--- src/rtl/osc_mode_pkg.sv ---
package osc_mode_pkg;

    localparam int MODE_W = 4;
    localparam int SEL_W  = 3;

    localparam logic [SEL_W-1:0] SEL_NONE = 3'b000;
    localparam logic [SEL_W-1:0] SEL_PRI  = 3'b001;
    localparam logic [SEL_W-1:0] SEL_PLL  = 3'b010;
    localparam logic [SEL_W-1:0] SEL_SEC  = 3'b100;

    typedef enum logic [1:0] {
        PLL_NONE = 2'd0,
        PLL_CFG  = 2'd1,
        PLL_SW   = 2'd2
    } pll_policy_e;

    typedef enum logic [1:0] {
        PIN_OSC    = 2'd0,
        PIN_CLKOUT = 2'd1,
        PIN_GPIO   = 2'd2
    } osc2_fn_e;

    typedef struct packed {
        logic        ext_clk;
        pll_policy_e policy;
        osc2_fn_e    osc2;
    } mode_info_t;

    function automatic mode_info_t decode_mode(input logic [MODE_W-1:0] code);
        mode_info_t r;
        r.ext_clk = 1'b0;
        r.policy  = PLL_NONE;
        r.osc2    = PIN_OSC;
        case (code)
            4'd0, 4'd1, 4'd2, 4'd9: begin
                r.ext_clk = 1'b0;
            end
            4'd3: r.policy = PLL_CFG;
            4'd4: r.policy = PLL_SW;
            4'd6: begin
                r.ext_clk = 1'b1;
                r.osc2    = PIN_GPIO;
            end
            4'd7: begin
                r.ext_clk = 1'b1;
                r.policy  = PLL_CFG;
                r.osc2    = PIN_GPIO;
            end
            4'd8: begin
                r.ext_clk = 1'b1;
                r.policy  = PLL_SW;
                r.osc2    = PIN_GPIO;
            end
            default: begin
                r.ext_clk = 1'b1;
                r.osc2    = PIN_CLKOUT;
            end
        endcase
        return r;
    endfunction

endpackage

--- src/rtl/osc_cfg_store.sv ---
module osc_cfg_store
    import osc_mode_pkg::*;
(
    input  logic              clk,
    input  logic              rst,
    input  logic [MODE_W-1:0] mode_cfg,
    input  logic              swen_n,
    input  logic              reload,
    output mode_info_t        info,
    output logic              sw_allowed
);
    logic [MODE_W-1:0] mode_q;
    logic              allow_q;

    // Field is captured at reset and on return from the secondary clock
    always_ff @(posedge clk) begin
        if (rst) begin
            mode_q  <= mode_cfg;
            allow_q <= ~swen_n;
        end else if (reload) begin
            mode_q  <= mode_cfg;
        end
    end

    assign info       = decode_mode(mode_q);
    assign sw_allowed = allow_q;
endmodule

--- src/rtl/osc_startup.sv ---
module osc_startup #(
    parameter int EXT_START_CYC  = 24,
    parameter int XTAL_START_CYC = 1024
) (
    input  logic clk,
    input  logic rst,
    input  logic ext_clk,
    output logic done
);
    localparam int MAX_CYC = (EXT_START_CYC > XTAL_START_CYC) ? EXT_START_CYC : XTAL_START_CYC;
    localparam int CW      = $clog2(MAX_CYC + 1);

    logic [CW-1:0] cnt_q;
    logic [CW-1:0] limit;

    assign limit = ext_clk ? CW'(EXT_START_CYC) : CW'(XTAL_START_CYC);
    assign done  = (cnt_q == limit);

    always_ff @(posedge clk) begin
        if (rst) begin
            cnt_q <= '0;
        end else if (!done) begin
            cnt_q <= cnt_q + 1'b1;
        end
    end
endmodule

--- src/rtl/osc_pll_ctrl.sv ---
module osc_pll_ctrl
    import osc_mode_pkg::*;
#(
    parameter int LOCK_CYC = 2000
) (
    input  logic        clk,
    input  logic        rst,
    input  pll_policy_e policy,
    input  logic        pll_sw_en,
    input  logic        sec_active,
    output logic        pll_eff,
    output logic        locked
);
    localparam int LW = $clog2(LOCK_CYC + 1);

    logic          armed_q;
    logic [LW-1:0] lock_q;
    logic          lock_full;

    // A software enable held through reset must be seen low first
    always_ff @(posedge clk) begin
        if (rst) begin
            armed_q <= 1'b0;
        end else if (!pll_sw_en) begin
            armed_q <= 1'b1;
        end
    end

    always_comb begin
        pll_eff = 1'b0;
        if (!sec_active) begin
            case (policy)
                PLL_CFG: pll_eff = 1'b1;
                PLL_SW:  pll_eff = armed_q & pll_sw_en;
                default: pll_eff = 1'b0;
            endcase
        end
    end

    assign lock_full = (lock_q == LW'(LOCK_CYC));

    // Counter clears whenever the enable is low, so every rise restarts it
    always_ff @(posedge clk) begin
        if (rst || !pll_eff) begin
            lock_q <= '0;
        end else if (!lock_full) begin
            lock_q <= lock_q + 1'b1;
        end
    end

    assign locked = pll_eff & lock_full;
endmodule

--- src/rtl/osc_src_sel.sv ---
module osc_src_sel
    import osc_mode_pkg::*;
(
    input  logic             clk,
    input  logic             rst,
    input  logic             started,
    input  logic             sec_req,
    input  logic             sec_ready,
    input  logic             sw_allowed,
    input  logic             pll_eff,
    input  logic             locked,
    output logic [SEL_W-1:0] clk_sel,
    output logic             cpu_run,
    output logic             sec_active,
    output logic             reload
);
    logic             sec_q;
    logic [SEL_W-1:0] sel_q;
    logic [SEL_W-1:0] target;
    logic             go_sec;

    assign go_sec = !sec_q && started && sec_req && sec_ready && sw_allowed;
    assign reload = sec_q && !sec_req;

    always_ff @(posedge clk) begin
        if (rst) begin
            sec_q <= 1'b0;
        end else if (go_sec) begin
            sec_q <= 1'b1;
        end else if (reload) begin
            sec_q <= 1'b0;
        end
    end

    always_comb begin
        if (sec_q) begin
            target = SEL_SEC;
        end else if (locked) begin
            target = SEL_PLL;
        end else begin
            target = SEL_PRI;
        end
    end

    // Break before make: drop the old source for one cycle, then take the new one
    always_ff @(posedge clk) begin
        if (rst) begin
            sel_q <= SEL_PRI;
        end else if (sel_q == SEL_NONE) begin
            sel_q <= target;
        end else if (sel_q != target) begin
            sel_q <= SEL_NONE;
        end
    end

    assign clk_sel    = sel_q;
    assign sec_active = sec_q;
    assign cpu_run    = started && (sel_q == target) && !(pll_eff && !locked);
endmodule

--- src/rtl/osc_mode_ctrl.sv ---
module osc_mode_ctrl
    import osc_mode_pkg::*;
#(
    parameter int EXT_START_CYC  = 24,
    parameter int XTAL_START_CYC = 1024,
    parameter int LOCK_CYC       = 2000
) (
    input  logic        clk,
    input  logic        rst,
    input  logic [3:0]  mode_cfg,
    input  logic        swen_n,
    input  logic        pll_sw_en,
    input  logic        sec_req,
    input  logic        sec_ready,
    output logic [2:0]  clk_sel,
    output logic        cpu_run,
    output logic        osc2_clkout,
    output logic        osc2_gpio
);
    mode_info_t info;
    logic       sw_allowed;
    logic       reload;
    logic       started;
    logic       pll_eff;
    logic       locked;
    logic       sec_active;
    logic       pll_capable;

    osc_cfg_store u_cfg (
        .clk        (clk),
        .rst        (rst),
        .mode_cfg   (mode_cfg),
        .swen_n     (swen_n),
        .reload     (reload),
        .info       (info),
        .sw_allowed (sw_allowed)
    );

    osc_startup #(
        .EXT_START_CYC  (EXT_START_CYC),
        .XTAL_START_CYC (XTAL_START_CYC)
    ) u_start (
        .clk     (clk),
        .rst     (rst),
        .ext_clk (info.ext_clk),
        .done    (started)
    );

    osc_pll_ctrl #(
        .LOCK_CYC (LOCK_CYC)
    ) u_pll (
        .clk        (clk),
        .rst        (rst),
        .policy     (info.policy),
        .pll_sw_en  (pll_sw_en),
        .sec_active (sec_active),
        .pll_eff    (pll_eff),
        .locked     (locked)
    );

    osc_src_sel u_sel (
        .clk        (clk),
        .rst        (rst),
        .started    (started),
        .sec_req    (sec_req),
        .sec_ready  (sec_ready),
        .sw_allowed (sw_allowed),
        .pll_eff    (pll_eff),
        .locked     (locked),
        .clk_sel    (clk_sel),
        .cpu_run    (cpu_run),
        .sec_active (sec_active),
        .reload     (reload)
    );

    assign pll_capable = (info.policy != PLL_NONE);
    assign osc2_clkout = (info.osc2 == PIN_CLKOUT);
    assign osc2_gpio   = (info.osc2 == PIN_GPIO);
endmodule

--- config.mk ---
export PLATFORM = sky130hd
export DESIGN_NAME = osc_mode_ctrl
export DESIGN_NICKNAME = d
export VERILOG_FILES = /design/src/rtl/osc_mode_pkg.sv /design/src/rtl/osc_cfg_store.sv /design/src/rtl/osc_startup.sv /design/src/rtl/osc_pll_ctrl.sv /design/src/rtl/osc_src_sel.sv /design/src/rtl/osc_mode_ctrl.sv
export SDC_FILE = /design/constraint.sdc
export NUM_CORES = 1
export LEC_CHECK = 0
export ABC_AREA = 1
export CORE_ASPECT_RATIO = 1.25
export CORE_MARGIN = 5
export CORE_UTILIZATION = 65
export DETAILED_ROUTE_END_ITERATION = 16
export DONT_BUFFER_PORTS = 1
export PLACE_DENSITY = 0.81
export SLEW_MARGIN = 30
export SYNTH_ARGS = -nofsm -noshare
export SYNTH_HDL_FRONTEND = slang
export SYNTH_HIERARCHICAL = 1
export SYNTH_SLANG_ARGS = --single-unit
--- constraint.sdc ---
create_clock -name clk -period 4.1 [get_ports clk]
set_input_delay 0.615 -clock clk [delete_from_list [all_inputs] [get_ports clk]]
set_output_delay 0.615 -clock clk [all_outputs]
set_load 0.05 [all_outputs]
==> results_dict.tcl <==
set metrics [dict create \
    crit_path_max_fanout 4 \
    syn2layout_area_growth_pct 5.05 \
    power-per-cell-area_nw_per_um2 298 \
    rows 21 \
    fmax_mhz 305 \
    synth_top_family_by_area "simple AND/OR/NAND/NOR gates" \
    utilization 0.711 \
    wire_per_inst_microns 11.0 \
    ant_nets 0 \
    root_buffer "clkbuf_4" \
    synth-simple-area-share 0.363 \
    max_slew_margin 0.404 \
    avgSynthCellArea_sq_um 6.76 \
    coreArea_sq_um 2710 \
    finalClockSkew_ps 13.5 \
    maxCapViolations 0 \
    dr.pass1.iters 4 \
    port_buffers 0 \
    synthDistinctLibCells 28 \
    synth_compound_area_frac 0.0943 \
    tightest_slew_ps 890 \
    synthMuxAreaShare 0 \
    critical_path.cell_chain "nor2_2 -> nand2_1 -> nand2_1 -> ha_1 -> nor2_1 -> nand2_1 -> nor2_1 -> inv_1 -> o21ai_1 -> nand2_1 -> inv_1 -> nand2_1 -> nor2_2" \
    start_util 0.677 \
    clkLatencyLatePin_ps 330 \
    outcome "complete, no violations" \
    finalPower_mw 0.574 \
    hold_viol 0 \
    end_kind "output port" \
    r2r_cells 13 \
    cpMostUsedCell "nand2_1" \
    cts.clk_slew.worst_paths_ps 100 \
    grt_overflow 0 \
    drtIter0Drc 85 \
    grt_usage 0.180 \
    grt_pass1_vias 1458 \
    wirelength_mm 3.44 \
    worst-path-stages 13 \
    dp_cells 304 \
    startpoint_type "flip-flop" \
    instances_no_fill 312 \
    r2r_setup_slack_ps 2050 \
    crit_buf_inv 2 \
    synth_xor_area_frac 0.0191 \
    num_antenna_cells 0 \
    cpLargestDelayFamily "simple AND/OR/NAND/NOR gates" \
    fin_tns_setup_ps 0 \
    clockBufferDepth 2 \
    final_layout_size_suffix_gt1_frac 0.108 \
    yosysTopAreaCellShare 0.295 \
    cts_max_level 2 \
    yosys_warnings 6 \
    grt_pass1_wl_mm 5.73 \
    vias_per_cell 5.23 \
    die_x_microns 57.5 \
    synth_top_area_cell "dfxtp_1" \
    cpPeakStageDelay_ps 430 \
    hpwl_mm 2.55 \
    hold_buffers 0 \
    critPathRequiredTime_ps 3480 \
    finalWeightedCongestion 0.850 \
    cts_resized 0 \
    crit_type "flip-flop to output port" \
    report.final.slew_viol_count 0 \
    synth_seq_area_share 0.377 \
    hold_class "input port to flip-flop" \
    antenna_found_initial 0 \
    cts_sinks 32 \
    tritoncts "done" \
    period_needed_ps 3280 \
    yosys.area_share.adder 0.0410 \
    fill_cells 251 \
    post_cts_buffers 0 \
    die-area_sq_um 3990 \
    netlist_instances 271 \
    ys_ff_latch 32 \
    fin_nets 293 \
    setup_viol 0 \
    dr_total_vias 1631 \
    peakVddDrop_v 0.000313 \
    rsz0062_at_grt "false" \
    mappedNetlistArea_sq_um 1830 \
    arrival_ps 2660 \
    hold_depth 1 \
    synth_area_leaders "dfxtp_1, nand2_1, inv_1, edfxtp_1, nor2_1" \
    die_y_microns 69.4 \
    io_pins 16 \
    synth_nets 287 \
    min_period_over_period 0.799 \
    crit_path_top_delay_cell "edfxtp_1" \
    numCtsBuffers 5 \
    drc_errors 0 \
    grt_max_degree 13 \
    p_leak_nw 0.840 \
]
path summary, 6_finish.rpt:
| check | endpoint | from |
|---|---|---|
| worst max-delay path | cpu_run | u_cfg/mode_q[0] |
| worst min-delay path | u_start/cnt_q[8] | rst |
| worst max register to register | u_sel/clk_sel[0] | u_cfg/mode_q[0] |
| worst min register to register | u_pll/armed_q | u_pll/armed_q |
cell type report:
class	count	area (sq um)	share of cell area
multi-input cells	190	947	0.492
flip-flops and latches	32	691	0.359
inverters	48	183	0.0949
clock buffers	6	51.3	0.0267
well taps	34	42.5	0.0221
clock inverters	2	10.0	0.00520
cell usage after synthesis (all sizes together):
cell    instances
o21ai          10
inv            48
xor2            2
buf             1
a21oi          18
nand2          73
edfxtp          5
ha              6
nand3b          3
nor3            3
dfxtp          27
nor2           48
or2             1
nand3          15
o21bai          3
xnor2           2
a31oi           1
nand4           5
report_power, final:
group	switching [mW]	leakage (nW)	internal (mW)
logic	0.0328	0.534	0.0171
clock network	0.104	0.0380	0.0815
registers	0.0114	0.267	0.326
total	0.149	0.840	0.425
per-layer routing:
| layer | global-route usage | up-vias | part of all wire |
|---|---|---|---|
| li1 | - | 854 | - |
| met1 | 0.185 | 733 | 0.42 |
| met2 | 0.327 | 38 | 0.51 |
| met3 | 0.0615 | 6 | 0.051 |
| met4 | 0.0644 | 0 | 0.013 |
| met5 | 0 | - | 0 |
per-stage QoR:
step	setup slack [ps]	area (sq um)	hold WS (ps)
after floorplan	1390	1830	434
after global placement	1290	1860	453
after detailed placement	1220	1860	457
after CTS	813	1920	320
after global routing	603	1920	298
final	824	1920	339
sequential cells by signal, indices dropped and copies added (netlist names):
register	cells
u_pll/lock_q	11
u_start/cnt_q	11
u_cfg/mode_q	4
u_sel/clk_sel	3
u_cfg/sw_allowed	1
u_pll/armed_q	1
u_sel/sec_active	1
cells in the final DEF (no fill, tap or decap), drive strengths merged:
master   n
a31oi    1
nor3     3
xor2     2
ha       6
clkinv   2
xnor2    2
or2      1
nand3   15
nand2   73
o21ai   10
a21oi   18
dfxtp   27
nor2    48
clkbuf   6
o21bai   3
inv     48
nand4    5
edfxtp   5
nand3b   3
cell families after synthesis:
logic type	after synthesis
and+or+nand+nor	148
buffers and inverters	49
AOI/OAI and AO/OA	32
DFF	32
adders and majority gates	6
xor gates and xnor gates	4
(Power assumes the default switching activity.)
